`config.mk`:
```
export PLATFORM = sky130hd
export DESIGN_NAME = chain_digit_node
export DESIGN_NICKNAME = d
export VERILOG_FILES = /design/src/rtl/node_pkg.sv /design/src/rtl/node_uart_rx.sv /design/src/rtl/node_framer.sv /design/src/rtl/node_seg_decode.sv /design/src/rtl/chain_digit_node.sv
export SDC_FILE = /design/constraint.sdc
export NUM_CORES = 1
export LEC_CHECK = 0
export BUFFER_PORTS_ARGS = -buffer_cell sky130_fd_sc_hd__buf_2
export CAP_MARGIN = 30
export CELL_PAD_IN_SITES_DETAIL_PLACEMENT = 1
export CELL_PAD_IN_SITES_GLOBAL_PLACEMENT = 1
export CORE_AREA = 5 5 121 123
export CTS_BUF_LIST = sky130_fd_sc_hd__clkbuf_2 sky130_fd_sc_hd__clkbuf_4 sky130_fd_sc_hd__clkbuf_8
export DETAILED_ROUTE_END_ITERATION = 8
export DIE_AREA = 0 0 126 128
export PLACE_DENSITY = 0.56
export SLEW_MARGIN = 40
export SYNTH_ARGS = -nofsm -noshare
export SYNTH_HDL_FRONTEND = slang
export SYNTH_HIERARCHICAL = 1
export SYNTH_SLANG_ARGS = --single-unit
```
`constraint.sdc`:
```
create_clock -name clk -period 3.8 [get_ports clk]
set_clock_uncertainty 0.15 [all_clocks]
set_input_delay 0 -clock clk [delete_from_list [all_inputs] [get_ports clk]]
set_output_delay 0 -clock clk [all_outputs]
set_load 0.005 [all_outputs]
```
`src/rtl/node_pkg.sv`:
```
`timescale 1ns/1ps
package node_pkg;
    localparam int OS_RATE   = 16;
    localparam int DATA_BITS = 8;

    typedef enum logic [2:0] {
        RX_IDLE,
        RX_START,
        RX_DATA,
        RX_STOP,
        RX_WAITHI
    } rx_state_t;

    typedef enum logic {
        FR_ARMED,
        FR_PASS
    } fr_state_t;
endpackage

```
`src/rtl/node_uart_rx.sv`:
```
`timescale 1ns/1ps
module node_uart_rx
    import node_pkg::*;
#(
    parameter int DIV = 651
) (
    input  logic                 clk,
    input  logic                 rst_n,
    input  logic                 ser_in,
    output logic                 line_s,
    output logic                 valid,
    output logic                 ferr,
    output logic [DATA_BITS-1:0] data
);
    localparam int DW   = (DIV > 1) ? $clog2(DIV) : 1;
    localparam int OSW  = $clog2(OS_RATE);
    localparam int BW   = $clog2(DATA_BITS);
    localparam int HALF = OS_RATE / 2;

    logic [1:0]           sync_q;
    logic [DW-1:0]        div_q;
    logic                 tick;
    rx_state_t            st_q, st_n;
    logic [OSW-1:0]       os_q, os_n;
    logic [BW-1:0]        bit_q, bit_n;
    logic [DATA_BITS-1:0] sh_q, sh_n;
    logic                 vld_q, vld_n, fer_q, fer_n;

    assign line_s = sync_q[1];
    assign tick   = (div_q == DW'(DIV - 1));

    always_ff @(posedge clk or negedge rst_n) begin
        if (!rst_n) begin
            sync_q <= 2'b11;
            div_q  <= '0;
            st_q   <= RX_IDLE;
            os_q   <= '0;
            bit_q  <= '0;
            sh_q   <= '0;
            vld_q  <= 1'b0;
            fer_q  <= 1'b0;
        end else begin
            sync_q <= {sync_q[0], ser_in};
            div_q  <= tick ? '0 : div_q + 1'b1;
            st_q   <= st_n;
            os_q   <= os_n;
            bit_q  <= bit_n;
            sh_q   <= sh_n;
            vld_q  <= vld_n;
            fer_q  <= fer_n;
        end
    end

    always_comb begin
        st_n  = st_q;
        os_n  = os_q;
        bit_n = bit_q;
        sh_n  = sh_q;
        vld_n = 1'b0;
        fer_n = 1'b0;
        if (tick) begin
            unique case (st_q)
                RX_IDLE: begin
                    if (!line_s) begin
                        st_n = RX_START;
                        os_n = '0;
                    end
                end
                RX_START: begin
                    if (os_q == OSW'(HALF - 1)) begin
                        os_n = '0;
                        if (!line_s) begin
                            st_n  = RX_DATA;
                            bit_n = '0;
                        end else begin
                            st_n = RX_IDLE;
                        end
                    end else begin
                        os_n = os_q + 1'b1;
                    end
                end
                RX_DATA: begin
                    if (os_q == OSW'(OS_RATE - 1)) begin
                        os_n = '0;
                        sh_n = {line_s, sh_q[DATA_BITS-1:1]};
                        if (bit_q == BW'(DATA_BITS - 1)) st_n = RX_STOP;
                        else bit_n = bit_q + 1'b1;
                    end else begin
                        os_n = os_q + 1'b1;
                    end
                end
                RX_STOP: begin
                    if (os_q == OSW'(OS_RATE - 1)) begin
                        os_n = '0;
                        if (line_s) begin
                            vld_n = 1'b1;
                            st_n  = RX_IDLE;
                        end else begin
                            fer_n = 1'b1;
                            st_n  = RX_WAITHI;
                        end
                    end else begin
                        os_n = os_q + 1'b1;
                    end
                end
                RX_WAITHI: begin
                    if (line_s) st_n = RX_IDLE;
                end
                default: st_n = RX_IDLE;
            endcase
        end
    end

    always_comb begin
        valid = vld_q;
        ferr  = fer_q;
        data  = sh_q;
    end


    strobe_excl_chk: assert property (@(posedge clk) disable iff (!rst_n)
        $onehot0({vld_q, fer_q}));


    no_hunt_low_chk: assert property (@(posedge clk) disable iff (!rst_n)
        (st_q == RX_WAITHI && !line_s) |=> (st_q == RX_WAITHI));


    glitch_reject_chk: assert property (@(posedge clk) disable iff (!rst_n)
        (st_q == RX_START && tick && os_q == OSW'(HALF - 1) && line_s) |=> (st_q == RX_IDLE));
endmodule

```
`src/rtl/node_framer.sv`:
```
`timescale 1ns/1ps
module node_framer
    import node_pkg::*;
#(
    parameter int IDLE_CYC = 10_000_000
) (
    input  logic                 clk,
    input  logic                 rst_n,
    input  logic                 line_s,
    input  logic                 rx_valid,
    input  logic [DATA_BITS-1:0] rx_byte,
    output logic                 gate,
    output logic [DATA_BITS-1:0] held
);
    localparam int IW = $clog2(IDLE_CYC + 1);
    localparam logic [DATA_BITS-1:0] BLANK_CODE = 8'h20;

    fr_state_t            st_q, st_n;
    logic [IW-1:0]        idle_q, idle_n;
    logic [DATA_BITS-1:0] held_q;
    logic                 load;

    always_ff @(posedge clk or negedge rst_n) begin
        if (!rst_n) begin
            st_q   <= FR_ARMED;
            idle_q <= '0;
        end else begin
            st_q   <= st_n;
            idle_q <= idle_n;
        end
    end

    always_comb begin
        st_n   = st_q;
        idle_n = idle_q;
        unique case (st_q)
            FR_ARMED: begin
                idle_n = '0;
                if (rx_valid) st_n = FR_PASS;
            end
            FR_PASS: begin
                if (!line_s) begin
                    idle_n = '0;
                end else if (idle_q == IW'(IDLE_CYC - 1)) begin
                    idle_n = '0;
                    st_n   = FR_ARMED;
                end else begin
                    idle_n = idle_q + 1'b1;
                end
            end
            default: st_n = FR_ARMED;
        endcase
    end

    always_comb begin
        load = (st_q == FR_ARMED) && rx_valid;
        gate = (st_q == FR_PASS);
        held = held_q;
    end

    always_ff @(posedge clk or negedge rst_n) begin
        if (!rst_n)    held_q <= BLANK_CODE;
        else if (load) held_q <= rx_byte;
    end


    latch_first_chk: assert property (@(posedge clk) disable iff (!rst_n)
        load |=> (held_q == $past(rx_byte)) && (st_q == FR_PASS));


    hold_display_chk: assert property (@(posedge clk) disable iff (!rst_n)
        !load |=> $stable(held_q));


    pass_on_low_chk: assert property (@(posedge clk) disable iff (!rst_n)
        (st_q == FR_PASS && !line_s) |=> (st_q == FR_PASS));


    rearm_when_idle_chk: assert property (@(posedge clk) disable iff (!rst_n)
        $fell(st_q == FR_PASS) |-> $past(line_s));
endmodule

```
`src/rtl/node_seg_decode.sv`:
```
`timescale 1ns/1ps
module node_seg_decode (
    input  logic [6:0] code,
    output logic [6:0] seg
);
    always_comb begin
        case (code)
            7'h30:        seg = 7'h3F;
            7'h31:        seg = 7'h06;
            7'h32:        seg = 7'h5B;
            7'h33:        seg = 7'h4F;
            7'h34:        seg = 7'h66;
            7'h35:        seg = 7'h6D;
            7'h36:        seg = 7'h7D;
            7'h37:        seg = 7'h07;
            7'h38:        seg = 7'h7F;
            7'h39:        seg = 7'h6F;
            7'h2D:        seg = 7'h40;
            7'h41, 7'h61: seg = 7'h77;
            7'h42, 7'h62: seg = 7'h7C;
            7'h43:        seg = 7'h39;
            7'h63:        seg = 7'h58;
            7'h44, 7'h64: seg = 7'h5E;
            7'h45, 7'h65: seg = 7'h79;
            7'h46, 7'h66: seg = 7'h71;
            7'h48:        seg = 7'h76;
            7'h68:        seg = 7'h74;
            7'h4C, 7'h6C: seg = 7'h38;
            7'h4E, 7'h6E: seg = 7'h54;
            7'h4F:        seg = 7'h3F;
            7'h6F:        seg = 7'h5C;
            7'h50, 7'h70: seg = 7'h73;
            7'h52, 7'h72: seg = 7'h50;
            7'h54, 7'h74: seg = 7'h78;
            7'h55:        seg = 7'h3E;
            7'h75:        seg = 7'h1C;
            7'h59, 7'h79: seg = 7'h6E;
            default:      seg = 7'h00;
        endcase
    end
endmodule

```
`src/rtl/chain_digit_node.sv`:
```
`timescale 1ns/1ps
module chain_digit_node
    import node_pkg::*;
#(
    parameter int CLK_HZ  = 200_000_000,
    parameter int BAUD    = 19_200,
    parameter int IDLE_US = 50_000
) (
    input  logic       clk,
    input  logic       rst_n,
    input  logic       ser_in,
    output logic       ser_out,
    output logic [6:0] seg,
    output logic       dp
);
    localparam int DIV      = CLK_HZ / (BAUD * OS_RATE);
    localparam int IDLE_CYC = int'((longint'(CLK_HZ) * longint'(IDLE_US)) / 64'd1000000);

    logic                 line_s, rx_valid, rx_ferr, gate;
    logic [DATA_BITS-1:0] rx_byte, held;

    node_uart_rx #(.DIV(DIV)) u_rx (
        .clk    (clk),
        .rst_n  (rst_n),
        .ser_in (ser_in),
        .line_s (line_s),
        .valid  (rx_valid),
        .ferr   (rx_ferr),
        .data   (rx_byte)
    );

    node_framer #(.IDLE_CYC(IDLE_CYC)) u_frm (
        .clk      (clk),
        .rst_n    (rst_n),
        .line_s   (line_s),
        .rx_valid (rx_valid),
        .rx_byte  (rx_byte),
        .gate     (gate),
        .held     (held)
    );

    node_seg_decode u_dec (
        .code (held[6:0]),
        .seg  (seg)
    );

    assign dp      = held[DATA_BITS-1];
    assign ser_out = gate ? ser_in : 1'b1;


    idle_level_chk: assert property (@(posedge clk) disable iff (!rst_n)
        !gate |-> ser_out);


    follow_line_chk: assert property (@(posedge clk) disable iff (!rst_n)
        gate |-> (ser_out == ser_in));


    ferr_keeps_closed_chk: assert property (@(posedge clk) disable iff (!rst_n)
        (rx_ferr && !gate) |=> !gate);
endmodule

```
======== Yosys cells after proc, flatten, opt, wreduce, memory -nomap -nowiden ========
Memories as Yosys holds them, arrays and structs flattened.
Cells that the tools add are included.
cells by class
  add/subtract/negate cells ............... 4
  equal/unequal tests ..................... 17
  reductions and logical operators ........ 9
  bitwise logic cells ..................... 1
  muxes and demuxes ....................... 31
operators by type and width
  kind                   count
  $mux 24                2
  $pmux 24 s2            1
  $mux 3                 11
  $add 24x1->24 const B  1
  $eq 24x24->1 const B   1
  $pmux 3 s5             1
  $mux 4                 3
  $pmux 4 s3             1
  $add 10x1->10 const B  1
  $eq 10x10->1 const B   1
  $mux 10                1
  $ne 2x1->1 const B     5
  $mux 1                 8
  $reduce_and 7->1       1
  $eq 3x2->1 const B     2
  $eq 3x3->1 const B     2
  $ne 2x2->1 const B     3
  $pmux 3 s2             1
  $reduce_and 3->1       2
  $reduce_and 6->1       1
  $add 4x1->4 const B    1
  $eq 4x3->1 const B     1
  $eq 4x4->1 const B     1
  $add 3x1->3 const B    1
  9 further kinds        9
word-level totals
  bits of input ports ..................... 3
  memories ................................ 1
  output and inout port bits .............. 9
  memory bits (read-only) ................. 896
  flip-flop bits (word level) ............. 64
  logic and storage cells ................. 73
memories
  name              words  bits a word  read ports  clocked after Yosys merged registers in  write ports  line                  RTL
  (name not given)  128    7            1           0                                        0            node_seg_decode.sv:7  case (code)

======== Depth between registers and ports, before layout ========
  word-level depth ........................ 4
  mapped depth ............................ 8

======== Hierarchy ========
The synthesis kept the hierarchy.
by module, submodules not included
  module            cells each  instances  area each (um^2)
  node_framer       153         1          1,630.3
  node_uart_rx      135         1          1,579.0
  node_seg_decode   108         1          749.5
  chain_digit_node  1           1          6.3

======== Worst setup path after synthesis ========
No wires, ideal clock.
  kind .................................... register to register
  from .................................... register u_rx.div_q[5]
  to ...................................... register u_rx.bit_q[1]
  arrival ................................. 2.391 ns
  period minus slack after synthesis ...... 2.666 ns
  path buffers ............................ 1
  setup time .............................. 0.125 ns
  path slack .............................. 1.134 ns
  data required time ...................... 3.525 ns
  cell stages (with the launch flop) ...... 6
  cells stage by stage .................... dfrtp_1 > or4b_4 > or4_1 > clkbuf_2 > or4_4 > mux2_4
on the way
  cells in the longest elaborated chain, start to end .. 2
ends and longest elaborated chain
  item                        line                RTL
  start: declaration          node_uart_rx.sv:21  logic [DW-1:0] div_q;
  start signal: assignment    node_uart_rx.sv:44  div_q <= tick ? '0 : div_q + 1'b1;
  $eq 10x10->1                node_uart_rx.sv:30  assign tick = (div_q == DW'(DIV - 1));
  $reduce_and 6->1 (no line)  -
  end signal: assignment      node_uart_rx.sv:47  bit_q <= bit_n;
  end: declaration            node_uart_rx.sv:25  logic [BW-1:0] bit_q, bit_n;
Every way passes these cells.
A chain may end at the register's enable or synchronous reset.

======== Worst setup path after layout ========
  from .................................... register u_rx.div_q[5]
  to ...................................... register u_rx.sh_q[0] (netlist: u_rx/data[0])
on the way
  cells in the longest elaborated chain, start to end .. 2
ends and longest elaborated chain
  item                        line                RTL
  $eq 10x10->1                node_uart_rx.sv:30
  $reduce_and 3->1 (no line)  -
  end signal: assignment      node_uart_rx.sv:48  sh_q <= sh_n;
  end: declaration            node_uart_rx.sv:26  logic [DATA_BITS-1:0] sh_q, sh_n;
Every way passes these cells.

==> flow_summary_export.csv <==
group,metric,value,unit
route,firstDrtPassIters,4,
die,dieArea,16100,sq um
cts,ctsHtreeMaxLevel,3,
route,routed_via_density,5.03,
critical_path,crit_fanout,8,
cts,cts_tree,"built",
die,die_x,126,um
sta,drv_slew,0,
sta,max_slew_margin,0.527,
route,route.detailed.drc,0,
power_and_ir_drop,p_per_area,341,nW/um^2
global_routing,gr-total-overflow,0,
yosys,synth_fp_nets,414,
sta,post-route-period-util,0.758,
sta,finalHoldViolCount,0,
global_routing,grt.met1_usage,0.154,
yosys,synth_cells,395,
die,initial_core_util,0.290,
global_routing,grt_usage,0.117,
global_routing,first_global_vias,3054,
global_routing,busiest_layer,"met2",
critical_path,worstSetupStartpointType,"flop",
final_layout,fin_cells,583,
final_layout,fin_util,0.324,
final_layout,syn2layout_area_growth,11.6,%
die,coreArea,13600,sq um
sta,rsz0062_at_grt,"false",
sta,worst_slew_pin_slew,708,ps
final_layout,fill_cells,1580,
final_layout,nets,417,
sta,hold-worst-slack,20.3,ps
route,drtIter0Drc,158,
critical_path,worstSetupPathType,"reg -> reg",
sta,fin_crit,2880,ps
yosys,yosys_warnings,6,
job,timing.max_cap.violations,0,
die,rows,43,
place,hpwlAfterDp,6090,um
final_layout,multi_input_area,2120,sq um
critical_path,cp_data_arrival_time,2960,ps
final_layout,diodes,0,
route,wl,8690,um
route,wl_per_cell,14.9,um
route,vias,2932,
final_layout,regArea,1610,sq um
route,ant_nets,0,
cts,clock_path_buffers,2,
power_and_ir_drop,p_leak,0.00183,uW
power_and_ir_drop,p_total,1500,uW
sta,setup_violations,0,
global_routing,met3_usage,0.0158,
run_status,status,"finished, final reports clean",
global_routing,grt_pass1_wl,15700,um
cts,cts_sinks,64,
place,dp_cells,565,
cts,cts_root_buffer,"clkbuf_8",
cts,cts_buffers,9,
min_path,min_path_type,"in -> async",
global_routing,grt_max_degree,40,
die,die_h,128,um
die,ioPinCount,12,
place,gp_congestion,0.804,
yosys,synth_area_per_cell,9.97,sq um
power_and_ir_drop,peakVddDrop,0.158,mV
cts,clk_latency,340,ps
sta,fmax,0.347,GHz
cts,cts_resized,0,
critical_path,critical_path_required,3880,ps
critical_path,cp-end-kind,"flop",
global_routing,antenna_found_initial,0,
final_layout,drive_gt1_frac,0.176,
cts,path_clk_slew,70,ps
global_routing,grt.met2_usage,0.190,
yosys,netlist_area,3940,sq um
place,io_buffers,11,
sta,fin_tns_setup,0,ps
## state kept, by name, summed over array words and instances, names as in the netlist
signal        flops
u_frm/idle_q     24
u_rx/div_q       10
u_frm/held        8
u_rx/data         8
u_rx/os_q         4
u_rx/bit_q        3
u_rx/st_q         3
u_rx/sync_q       2
u_frm/gate        1
u_rx/valid        1
## critical path, cell delays in order (launching register included)
cell and delay, ps:
dfrtp_1 430, or4b_4 560, or4_1 620, or3_1 640
mux2_4 370
## layout make-up
cell class              instances  area share
well taps                     180      0.0513
multi-input cells             290       0.483
inverters                      17      0.0148
clock inverters                 5      0.0291
flip-flops and latches         64       0.366
clock buffers                  11      0.0330
repair buffers                 16      0.0228
## through the flow
step	area, sq um	setup slack [ps]
floorplan	3940	1130
global placement	4100	965
detailed placement	4100	921
CTS	4390	914
global route	4390	791
finish	4390	918
## timing repair
item,4_1_cts,5_1_grt
buffers inserted,0,0
hold buffers,2,0
setup endpoints to repair,0,0
endpoints found under the hold margin,39,0
## power breakdown
| part | internal [uW] | switching (uW) | leakage (uW) |
|---|---|---|---|
| sequential | 683 | 1.67 | 0.000868 |
| combinational | 3.92 | 14.7 | 0.000832 |
| clock | 527 | 266 | 0.000133 |
## cell usage in the layout, fill, tap and decap left out, drive strengths merged, types with 4 or more instances in the layout
cell type and n:
a21oi 18, and3 7, buf 14, bufinv 4
clkbuf 11, dfrtp 61, ha 16, inv 16
mux2 22, mux2i 7, nand2 20, nand2b 5
nand3 18, nand4 8, nor2 38, nor2b 8
nor3 8, nor4 7, nor4b 5, o21ai 13
o31ai 4, or3 6, or4 7, xnor2 18
xor2 6
## metal layers
metal / share of wire / vias up
met5: 0 / -
met4: 0.020 / 0
met3: 0.015 / 14
met2: 0.48 / 23
met1: 0.48 / 1459
li1: - / 1436
## path summary, 6_finish.rpt
path | slack, ps | to | startpoint | cells past startpoint
setup / recovery | 920 | u_rx/data[0]$_DFFE_PN0P_ | u_rx/div_q[5]$_DFF_PN0_ | 4
hold / removal | 20 | u_frm/idle_q[0]$_DFF_PN0_ | rst_n | 2
setup reg to reg | 920 | u_rx/data[0]$_DFFE_PN0P_ | u_rx/div_q[5]$_DFF_PN0_ | 4
hold reg to reg | 210 | u_rx/sync_q[1]$_DFF_PN1_ | u_rx/sync_q[0]$_DFF_PN1_ | 0
max in group asynchronous | 2700 | u_frm/held[5]$_DFFE_PN1P_ | rst_n | 3
min in group clk | 160 | u_rx/sync_q[0]$_DFF_PN1_ | ser_in | 2
Power figures use the tool's default switching activity.
